File: src/rtl/trc_pkg.sv
package trc_pkg;
  localparam int SEL_W       = 16;
  localparam int ADDR_W      = 32;
  localparam int DESC_W      = 64;
  localparam int GDT_LIM_W   = 16;
  localparam int IDX_W       = SEL_W - 3;
  localparam int RAW_LIM_W   = 20;
  localparam int GRAN_SHIFT  = 12;
  localparam logic [3:0] TSS32_AVAIL = 4'h9;

  typedef enum logic [1:0] {
    FLT_NONE = 2'd0,
    FLT_GP   = 2'd1,
    FLT_NP   = 2'd2
  } fault_e;

  typedef enum logic [1:0] {
    LD_IDLE,
    LD_REQ,
    LD_WAIT,
    LD_FIN
  } ld_phase_e;
endpackage

File: src/rtl/trc_sel_check.sv
module trc_sel_check
  import trc_pkg::*;
(
  input  logic [SEL_W-1:0]     sel,
  input  logic [GDT_LIM_W-1:0] gdt_limit,
  output logic                 sel_ok
);
  logic [IDX_W-1:0]     index;
  logic [GDT_LIM_W-1:0] entry_end;
  logic                 unused_rpl;

  assign index      = sel[SEL_W-1:3];
  assign entry_end  = GDT_LIM_W'({index, 3'b111});
  assign unused_rpl = ^sel[1:0];

  // table indicator must select the global table, null index is refused,
  // and the whole 8-byte entry must sit inside the table limit
  assign sel_ok = !sel[2] && (index != '0) && (entry_end <= gdt_limit);
endmodule

File: src/rtl/trc_desc_check.sv
module trc_desc_check
  import trc_pkg::*;
#(
  parameter bit HONOR_GRAN = 1'b1
) (
  input  logic [DESC_W-1:0] desc,
  output logic              type_ok,
  output logic              present,
  output logic [ADDR_W-1:0] base,
  output logic [ADDR_W-1:0] limit
);
  logic [RAW_LIM_W-1:0] raw_lim;
  logic                 unused_bits;

  assign type_ok     = (desc[44] == 1'b0) && (desc[43:40] == TSS32_AVAIL);
  assign present     = desc[47];
  assign base        = {desc[63:56], desc[39:16]};
  assign raw_lim     = {desc[51:48], desc[15:0]};
  assign unused_bits = ^{desc[55:52], desc[46:45]};

  generate
    if (HONOR_GRAN) begin : g_gran
      always_comb begin
        if (desc[55]) limit = {raw_lim, {GRAN_SHIFT{1'b1}}};
        else          limit = ADDR_W'(raw_lim);
      end
    end else begin : g_bytes
      assign limit = ADDR_W'(raw_lim);
    end
  endgenerate
endmodule

File: src/rtl/trc_load_ctrl.sv
module trc_load_ctrl
  import trc_pkg::*;
(
  input  logic              clk,
  input  logic              rst_n,
  input  logic [ADDR_W-1:0] gdt_base,
  input  logic              ld_valid,
  output logic              ld_ready,
  input  logic [SEL_W-1:0]  ld_sel,
  input  logic [1:0]        ld_cpl,
  input  logic              sel_ok,
  output logic              ld_busy,
  output logic              ld_done,
  output logic [1:0]        ld_fault,
  output logic              mem_req_valid,
  input  logic              mem_req_ready,
  output logic [ADDR_W-1:0] mem_req_addr,
  input  logic              mem_rsp_valid,
  input  logic              desc_type_ok,
  input  logic              desc_present,
  output logic              commit,
  output logic [SEL_W-1:0]  pend_sel
);
  ld_phase_e         phase_q;
  fault_e            fault_q;
  logic [SEL_W-1:0]  sel_q;
  logic [ADDR_W-1:0] addr_q;
  logic              accept;
  logic              early_refuse;
  fault_e            desc_fault;

  assign accept       = ld_valid && (phase_q == LD_IDLE);
  assign early_refuse = (ld_cpl != 2'd0) || !sel_ok;

  always_comb begin
    if (!desc_type_ok)      desc_fault = FLT_GP;
    else if (!desc_present) desc_fault = FLT_NP;
    else                    desc_fault = FLT_NONE;
  end

  always_ff @(posedge clk) begin
    if (!rst_n) begin
      phase_q <= LD_IDLE;
      fault_q <= FLT_NONE;
      sel_q   <= '0;
      addr_q  <= '0;
    end else begin
      unique case (phase_q)
        LD_IDLE: if (accept) begin
          sel_q  <= ld_sel;
          addr_q <= gdt_base + (ADDR_W'(ld_sel[SEL_W-1:3]) << 3);
          if (early_refuse) begin
            fault_q <= FLT_GP;
            phase_q <= LD_FIN;
          end else begin
            fault_q <= FLT_NONE;
            phase_q <= LD_REQ;
          end
        end
        LD_REQ:  if (mem_req_ready) phase_q <= LD_WAIT;
        LD_WAIT: if (mem_rsp_valid) begin
          fault_q <= desc_fault;
          phase_q <= LD_FIN;
        end
        LD_FIN:  phase_q <= LD_IDLE;
        default: phase_q <= LD_IDLE;
      endcase
    end
  end

  assign ld_ready      = (phase_q == LD_IDLE);
  assign ld_busy       = (phase_q != LD_IDLE);
  assign ld_done       = (phase_q == LD_FIN);
  assign ld_fault      = (phase_q == LD_FIN) ? fault_q : FLT_NONE;
  assign mem_req_valid = (phase_q == LD_REQ);
  assign mem_req_addr  = addr_q;
  assign commit        = (phase_q == LD_WAIT) && mem_rsp_valid && (desc_fault == FLT_NONE);
  assign pend_sel      = sel_q;

  // an offered read stays put until taken
  a_r8_req_hold: assert property (@(posedge clk) disable iff (!rst_n)
    (mem_req_valid && !mem_req_ready) |=> (mem_req_valid && $stable(mem_req_addr)));

  // nonzero privilege is refused with a protection fault on the next cycle
  a_r3_priv_refused: assert property (@(posedge clk) disable iff (!rst_n)
    (ld_valid && ld_ready && (ld_cpl != 2'd0)) |=> (ld_done && (ld_fault == 2'd1)));

  // a selector that fails its checks never reaches memory
  a_r4_no_read_bad_sel: assert property (@(posedge clk) disable iff (!rst_n)
    (ld_valid && ld_ready && !sel_ok) |=> !mem_req_valid);

  // the read phase and the completion pulse never overlap
  a_r2_phase_excl: assert property (@(posedge clk) disable iff (!rst_n)
    $onehot0({mem_req_valid, ld_done}));
endmodule

File: src/rtl/trc_state.sv
module trc_state
  import trc_pkg::*;
(
  input  logic              clk,
  input  logic              rst_n,
  input  logic              commit,
  input  logic [SEL_W-1:0]  commit_sel,
  input  logic [ADDR_W-1:0] commit_base,
  input  logic [ADDR_W-1:0] commit_limit,
  input  logic              ts_valid,
  input  logic [SEL_W-1:0]  ts_sel,
  input  logic [ADDR_W-1:0] ts_base,
  input  logic [ADDR_W-1:0] ts_limit,
  input  logic              st_valid,
  output logic              st_rsp_valid,
  output logic [SEL_W-1:0]  st_rsp_sel,
  output logic              cur_valid,
  output logic [ADDR_W-1:0] cur_base,
  output logic [ADDR_W-1:0] cur_limit
);
  logic [SEL_W-1:0]  sel_q;
  logic [ADDR_W-1:0] base_q;
  logic [ADDR_W-1:0] lim_q;
  logic              valid_q;
  logic              ts_apply;

  assign ts_apply = ts_valid && valid_q;

  always_ff @(posedge clk) begin
    if (!rst_n) begin
      sel_q   <= '0;
      base_q  <= '0;
      lim_q   <= '0;
      valid_q <= 1'b0;
    end else if (ts_apply) begin
      sel_q  <= ts_sel;
      base_q <= ts_base;
      lim_q  <= ts_limit;
    end else if (commit) begin
      sel_q   <= commit_sel;
      base_q  <= commit_base;
      lim_q   <= commit_limit;
      valid_q <= 1'b1;
    end
  end

  always_ff @(posedge clk) begin
    if (!rst_n) begin
      st_rsp_valid <= 1'b0;
      st_rsp_sel   <= '0;
    end else begin
      st_rsp_valid <= st_valid;
      st_rsp_sel   <= sel_q;
    end
  end

  assign cur_valid = valid_q;
  assign cur_base  = base_q;
  assign cur_limit = lim_q;

  // contents move only through one of the two write paths
  a_r11_hold: assert property (@(posedge clk) disable iff (!rst_n)
    !(commit || ts_apply) |=> ($stable(sel_q) && $stable(base_q) && $stable(lim_q)));

  // a switch cannot make an empty register valid
  a_r10_switch_needs_valid: assert property (@(posedge clk) disable iff (!rst_n)
    (!valid_q && !commit) |=> !valid_q);
endmodule

File: src/rtl/task_reg_cache.sv
module task_reg_cache
  import trc_pkg::*;
#(
  parameter bit HONOR_GRAN = 1'b1
) (
  input  logic                 clk,
  input  logic                 rst_n,
  input  logic [ADDR_W-1:0]    gdt_base,
  input  logic [GDT_LIM_W-1:0] gdt_limit,
  input  logic                 ld_valid,
  output logic                 ld_ready,
  input  logic [SEL_W-1:0]     ld_sel,
  input  logic [1:0]           ld_cpl,
  output logic                 ld_busy,
  output logic                 ld_done,
  output logic [1:0]           ld_fault,
  output logic                 mem_req_valid,
  input  logic                 mem_req_ready,
  output logic [ADDR_W-1:0]    mem_req_addr,
  input  logic                 mem_rsp_valid,
  input  logic [DESC_W-1:0]    mem_rsp_data,
  input  logic                 st_valid,
  output logic                 st_rsp_valid,
  output logic [SEL_W-1:0]     st_rsp_sel,
  input  logic                 ts_valid,
  input  logic [SEL_W-1:0]     ts_sel,
  input  logic [ADDR_W-1:0]    ts_base,
  input  logic [ADDR_W-1:0]    ts_limit,
  output logic                 cur_valid,
  output logic [ADDR_W-1:0]    cur_base,
  output logic [ADDR_W-1:0]    cur_limit
);
  logic              sel_ok;
  logic              desc_type_ok;
  logic              desc_present;
  logic [ADDR_W-1:0] desc_base;
  logic [ADDR_W-1:0] desc_limit;
  logic              commit;
  logic [SEL_W-1:0]  pend_sel;

  trc_sel_check u_sel_check (
    .sel       (ld_sel),
    .gdt_limit (gdt_limit),
    .sel_ok    (sel_ok)
  );

  trc_desc_check #(.HONOR_GRAN(HONOR_GRAN)) u_desc_check (
    .desc    (mem_rsp_data),
    .type_ok (desc_type_ok),
    .present (desc_present),
    .base    (desc_base),
    .limit   (desc_limit)
  );

  trc_load_ctrl u_load_ctrl (
    .clk           (clk),
    .rst_n         (rst_n),
    .gdt_base      (gdt_base),
    .ld_valid      (ld_valid),
    .ld_ready      (ld_ready),
    .ld_sel        (ld_sel),
    .ld_cpl        (ld_cpl),
    .sel_ok        (sel_ok),
    .ld_busy       (ld_busy),
    .ld_done       (ld_done),
    .ld_fault      (ld_fault),
    .mem_req_valid (mem_req_valid),
    .mem_req_ready (mem_req_ready),
    .mem_req_addr  (mem_req_addr),
    .mem_rsp_valid (mem_rsp_valid),
    .desc_type_ok  (desc_type_ok),
    .desc_present  (desc_present),
    .commit        (commit),
    .pend_sel      (pend_sel)
  );

  trc_state u_state (
    .clk          (clk),
    .rst_n        (rst_n),
    .commit       (commit),
    .commit_sel   (pend_sel),
    .commit_base  (desc_base),
    .commit_limit (desc_limit),
    .ts_valid     (ts_valid),
    .ts_sel       (ts_sel),
    .ts_base      (ts_base),
    .ts_limit     (ts_limit),
    .st_valid     (st_valid),
    .st_rsp_valid (st_rsp_valid),
    .st_rsp_sel   (st_rsp_sel),
    .cur_valid    (cur_valid),
    .cur_base     (cur_base),
    .cur_limit    (cur_limit)
  );
endmodule

File: config.mk
export PLATFORM = sky130hd
export DESIGN_NAME = task_reg_cache
export DESIGN_NICKNAME = d
export VERILOG_FILES = /design/src/rtl/trc_pkg.sv /design/src/rtl/trc_sel_check.sv /design/src/rtl/trc_desc_check.sv /design/src/rtl/trc_load_ctrl.sv /design/src/rtl/trc_state.sv /design/src/rtl/task_reg_cache.sv
export SDC_FILE = /design/constraint.sdc
export NUM_CORES = 1
export LEC_CHECK = 0
export CAP_MARGIN = 25
export CORE_AREA = 4 4 139 194
export CTS_BUF_LIST = sky130_fd_sc_hd__clkbuf_4
export CTS_CLUSTER_SIZE = 30
export DETAILED_ROUTE_END_ITERATION = 7
export DIE_AREA = 0 0 143 198
export GPL_TIMING_DRIVEN = 0
export PLACE_DENSITY = 0.66
export SLEW_MARGIN = 20
export SYNTH_ARGS = -nofsm -noshare
export SYNTH_HDL_FRONTEND = slang
export SYNTH_HIERARCHICAL = 1
export SYNTH_SLANG_ARGS = --single-unit
File: constraint.sdc
create_clock -name clk -period 3.1 [get_ports clk]
set_input_delay 0.62 -clock clk [delete_from_list [all_inputs] [get_ports clk]]
set_output_delay 0.62 -clock clk [all_outputs]
set_load 0.02 [all_outputs]
=== Word level (Yosys, flattened, before mapping) ===
Index checks and enable logic that the tools add are counted.

* Bits in latches: 0
* RAM bits: 0
* Logic and storage cells: 61
* Input port bits: 217
* Output and inout bits: 120
* Memories: 0
* ROM bits: 0
* Register bits: 150

* Div/mod/pow operators: 0
* Order comparisons: 1
* Muxes and demuxes: 19
* Reduce and logical (&&, ||, !) cells: 21
* Bitwise operators: 2
* Shift operators: 0
* Eq/ne operators: 7
* Multipliers: 0
* $add $sub $neg: 1

{| class="wikitable"
|+ Operator list
! kind !! count
|-
| $mux 32 || 5
|-
| $add 32x16->32 || 1
|-
| $mux 16 || 2
|-
| $mux 2 || 9
|-
| $le 16x16->1 || 1
|-
| $reduce_bool 13->1 || 1
|-
| $pmux 2 s4 || 1
|-
| $reduce_bool 2->1 || 4
|-
| $logic_and 1x1->1 || 7
|-
| $reduce_and 3->1 || 2
|-
| $eq 2x2->1 const B || 2
|-
| $eq 4x4->1 const B || 1
|-
| $logic_not 2->1 || 2
|-
| $ne 2x1->1 const B || 2
|-
| $pmux 2 s2 || 1
|-
| $reduce_and 2->1 || 2
|-
| $eq 2x1->1 const B || 1
|-
| $logic_not 1->1 || 2
|-
| $ne 2x2->1 const B || 1
|-
| $not 1->1 || 2
|-
| $logic_or 1x1->1 || 1
|-
| $mux 1 || 1
|}

=== Longest topological paths before layout ===
* Word-level depth: 8
* Depth in mapped cells: 10
* Gate-level depth less buffers: 10

=== Cells and area by module ===
Netlist, hierarchy kept.

{| class="wikitable"
|+ By module, submodules not included
! module !! area an instance (sq um) !! times used !! cells each !! seq. area each (sq um)
|-
| trc_state || 4987.3 || 1 || 404 || 1961.9
|-
| trc_load_ctrl || 2834.0 || 1 || 356 || 1041.0
|-
| trc_desc_check || 549.3 || 1 || 70 || 0.0
|-
| trc_sel_check || 365.4 || 1 || 53 || 0.0
|}

=== Worst setup path after synthesis ===
OpenSTA, ideal clock, no wires.

* Kind: input to register
* Start: input gdt_base[3]
* End: register u_load_ctrl.addr_q[27], in the netlist u_load_ctrl/mem_req_addr[27]
* Slack: 0.479 ns
* Stages: 9
* Data arrival time: 2.488 ns
* Required time: 2.968 ns
* Buffers on the path: 0
* Setup time: 0.132 ns
* Path through: ha_1 > fa_1 > a21o_1 > a221oi_4 > o22ai_1 > a221oi_2 > nor3b_1 > xnor2_1 > a21oi_1

* Word-level cells in the longest chain between the ends: 1

{| class="wikitable"
|+ Ends and longest elaborated chain
! element !! RTL line !! text
|-
| start: declaration || task_reg_cache.sv:8 || <nowiki>input logic [ADDR_W-1:0] gdt_base,</nowiki>
|-
| $add 32x16->32 || trc_load_ctrl.sv:51 || <nowiki>addr_q <= gdt_base + (ADDR_W'(ld_sel[SEL_W-1:3]) << 3);</nowiki>
|-
| end signal: assignment || trc_load_ctrl.sv:51 ||
|-
| end: declaration || trc_load_ctrl.sv:27 || <nowiki>logic [ADDR_W-1:0] addr_q;</nowiki>
|}

No other way between the ends.
A chain may end at the register's enable or synchronous reset.

=== Worst setup path in the final report ===
* Start: input ld_sel[3]
* End: register u_load_ctrl.addr_q[27], in the netlist u_load_ctrl/mem_req_addr[27]

* Word-level cells in the longest chain between the ends: 1

{| class="wikitable"
|+ Ends and longest elaborated chain
! element !! RTL line !! text
|-
| start: declaration || task_reg_cache.sv:12 || <nowiki>input logic [SEL_W-1:0] ld_sel,</nowiki>
|-
| $add 32x16->32 || trc_load_ctrl.sv:51 ||
|}

No other way between the ends.

==> summary.txt <==
Job
  • Max capacitance violation total: 0

Critical path
  • Critical Path AT: approximately 3.4 ns
  • Crit path to: u_load_ctrl/mem_req_addr[27]$_SDFFE_PN0P_
  • CP Launch Type: input pin
  • Reg-to-reg endpoint: u_load_ctrl/mem_req_addr[28]$_SDFFE_PN0P_
  • Critical register-to-register path startpoint: u_load_ctrl/phase_q[1]$_SDFFE_PN0P_
  • R2r setup slk: 0.85 ns
  • Kind of critical path: input pin to register
  • R2R cell count: 7
  • Worst Setup End Kind: register
  • Critical path data required time: about 3.5 ns
  • CP max FO: 4
  • CP Launch Point: ld_sel[3]

Place
  • Dpl ws: -0.6486 ns
  • I/O Buffers: between 200 and 300
  • Dpl hpwl: approximately 24000 um
  • Placed cells: approximately 1500
  • Placer congestion estimate: approximately 0.88

Timing
  • Final clock period utilization by the worst path: 0.9696
  • Final Hold Vio Count: 0
  • Rel. slew slack: 0.5477
  • Layout Skew: between 0.015 and 0.02 ns
  • Fin. max-slew vios: 0
  • F_max: approximately 330 MHz
  • RSZ-0062 raised after global routing: no
  • Final setup fails: 0
  • Worst hold margin: approximately 0.34 ns
  • Minimum clock period: ~3.0 ns
  • Setup ws final: 0.09423 ns
  • Tightest Pin Transition: approximately 0.68 ns

Detailed routing
  • DR vias: roughly 7800
  • Post-DR wirelength/cell: between 15 and 20 um
  • First-pass detailed-route iteration total: 5
  • Final wirelength: 30020 um
  • Post-DR vias/cell: 5.074
  • ANT nets after route: 0
  • DRT iter0 DRCs: 260
  • Drt drc: 0

Logic synthesis
  • Async SR Flop Fraction: 0
  • Synth unique cells: 61
  • Top_reg_cell synth: dfxtp_1
  • Syn_nets: around 1100
  • Sequential area share after synthesis: 0.3437
  • EDFF count, synth: 0
  • Synth Cell Area: approximately 8700 um^2
  • Mapped Cells: around 900
  • Flops & latches, synth: 150
  • Yosys warnings: 6
  • Syn avg cell area: between 9 and 10 um^2

Global route
  • Number of global-route vias before repair: between 7000 and 8000
  • Gr ovfl total: 0
  • GRT Util Overall: 0.2033
  • First-pass GRT wire length: approximately 45000 um
  • Largest net degree at the start of global routing: 17
  • Initial antenna violation count: 1

Clock tree
  • CTS sink count: 150
  • Num CTS Buffers: 17
  • CTS tree: yes
  • Clock-pin slew on the worst setup and hold paths: between 0.1 and 0.15 ns
  • CTS max path bufs: 2
  • Clock Latency Late Sink: about 0.57 ns
  • H-Tree Depth: 4
  • CTS root buf: clkbuf_4

Finish
  • Area grow syn2layout: 41.26%
  • Filler cells: roughly 2400
  • Final cell count without fillers: approximately 1500
  • Layout cells sized above 1: 0.1676
  • Nets: 1446

Floorplan
  • Initial core utilization: 0.3454
  • Die outline width: about 140 um
  • Row count: 69
  • Die area: roughly 28000 um^2
  • Die H: between 150 and 200 um
  • # IOs: roughly 340
  • Core Box Area: approximately 25000 um^2

Min path
  • Worst Hold Class: input pin to register

Pwr
  • PD cells: 398.6 nW/um^2
  • Maximum VDD drop: between 0.0003 and 0.0004 V
  • LEAKAGE: between 0.005 and 0.006 uW

Status
  • Outcome: complete, no violations
[cell usage in the layout (no fill, tap or decap), types with 6 or more instances in the layout]
cell type	synthesis	routed
a21oi_1	59	59
and2_1	34	34
buf_1	6	6
buf_2	13	13
buf_4	33	34
buf_8	8	8
clkbuf_1	35	35
clkbuf_4	0	17
clkdlybuf4s50_1	0	295
clkinv_2	0	8
dfxtp_1	150	150
ha_1	30	30
inv_1	24	24
mux2_4	85	85
nand2_1	76	76
nand3_1	9	9
nand3b_1	81	81
nand4_1	6	6
nor2_1	19	19
o211a_1	80	80
o21ai_0	22	22
or2_2	12	12
xnor2_1	19	19
[cell type report]
| class | instances | area, um^2 | area share |
|---|---|---|---|
| clock inverter | 15 | 115.1 | 0.009328 |
| sequential | 150 | 3003 | 0.2433 |
| tap | 319 | 399.1 | 0.03234 |
| timing repair buffer | 296 | 2960 | 0.2399 |
| clock buffer | 17 | 127.6 | 0.01034 |
| inverter | 24 | 90.09 | 0.007300 |
| buffer | 101 | 641.9 | 0.05201 |
| multi-input combinational | 608 | 5001 | 0.4053 |
| antenna | 1 | 2.502 | 0.0002028 |
[what timing repair did]
| item | CTS | global route |
|---|---|---|
| setup buffers | 0 | 1 |
| pin swaps | 1 | 1 |
| endpoints found under the setup margin | 1 | 2 |
| gates resized for setup | 0 | 0 |
| hold buffers | 0 | 0 |
[critical path, cell delays in order]
cell	delay, ns
clkdlybuf4s50_1	0.58
ha_1	0.30
fa_1	0.44
a21o_1	0.25
a221oi_4	0.32
o22ai_1	0.16
a221oi_2	0.29
buf_4	0.18
nor3b_1	0.06
xnor2_1	0.13
a21oi_1	0.09
[synth_stat cells (all sizes together) (4+ instances only)]
cell type	n	area share
and2	37	0.027
xnor2	19	0.019
buf	64	0.057
dfxtp	150	0.34
or2	12	0.0086
nand3	9	0.0052
nor3	5	0.0029
a21oi	59	0.034
mux2	88	0.15
clkbuf	37	0.016
inv	24	0.010
and3	5	0.0037
nand2	76	0.033
ha	30	0.043
a211oi	4	0.0034
nand4	6	0.0043
nand3b	81	0.070
a31oi	4	0.0046
nor2	19	0.0082
o211a	80	0.092
o21ai	26	0.015
a21o	5	0.0043
[logic make-up (layout without fill, tap and decap cells)]
family	count (synthesis)	in the layout	synth area share
buffers and inverters	125	453	0.08379
adders and majority gates	31	31	0.04526
AOI/OAI and AO/OA	201	201	0.1793
other	0	1	0
muxes	91	91	0.1534
xor gates and xnor gates	21	21	0.02105
DFF	150	150	0.3437
and+or+nand+nor	264	264	0.1734
[registers in the layout, summed over array words and instances (netlist names)]
register / count
u_load_ctrl/phase_q: 2
u_state/sel_q: 16
u_state/st_rsp_sel: 16
u_state/st_rsp_valid: 1
u_load_ctrl/fault_q: 2
u_state/cur_valid: 1
u_load_ctrl/pend_sel: 16
u_state/cur_base: 32
u_state/cur_limit: 32
u_load_ctrl/mem_req_addr: 32
[worst min-delay path by stage]
stage	from	cells after the start	to	slack (ns)
2_1_floorplan	u_state/sel_q[8]$_SDFFE_PN0P_	1	u_state/st_rsp_sel[8]$_SDFF_PN0_	0.43
3_3_place_gp	u_state/sel_q[8]$_SDFFE_PN0P_	1	u_state/st_rsp_sel[8]$_SDFF_PN0_	0.43
3_5_place_dp	u_state/sel_q[8]$_SDFFE_PN0P_	1	u_state/st_rsp_sel[8]$_SDFF_PN0_	0.44
4_1_cts	mem_rsp_data[47]	3	u_load_ctrl/fault_q[1]$_SDFFE_PN0P_	0.27
5_1_grt	mem_rsp_data[47]	3	u_load_ctrl/fault_q[1]$_SDFFE_PN0P_	0.30
6_report	mem_rsp_data[47]	3	u_load_ctrl/fault_q[1]$_SDFFE_PN0P_	0.34
[metal layers]
layer	vias up	part of all wire	global-route usage
li1	3766	-	-
met1	3665	0.37	0.2229
met5	-	0	0
met4	0	0.023	0.07256
met2	305	0.52	0.3695
met3	33	0.088	0.05847
[power breakdown]
group	leakage [uW]	internal, uW	switching, uW
sequential	0.00122	2090	88.8
clock	0.000138	385	736
combinational	0.00432	763	858
total	0.00567	3240	1680
[through the flow]
step	utilization	setup TNS, ns	cell area [um^2]	power (uW)
floorplan	-	0	8736	3080
global placement	0.4779	-5.527	12090	3834
detailed placement	0.4779	-5.528	12090	3848
CTS	0.4875	0	12330	4995
global route	0.4879	0	12340	5218
finish	0.4879	0	12340	4919
Note: power is estimated with default switching activity, not from simulation.
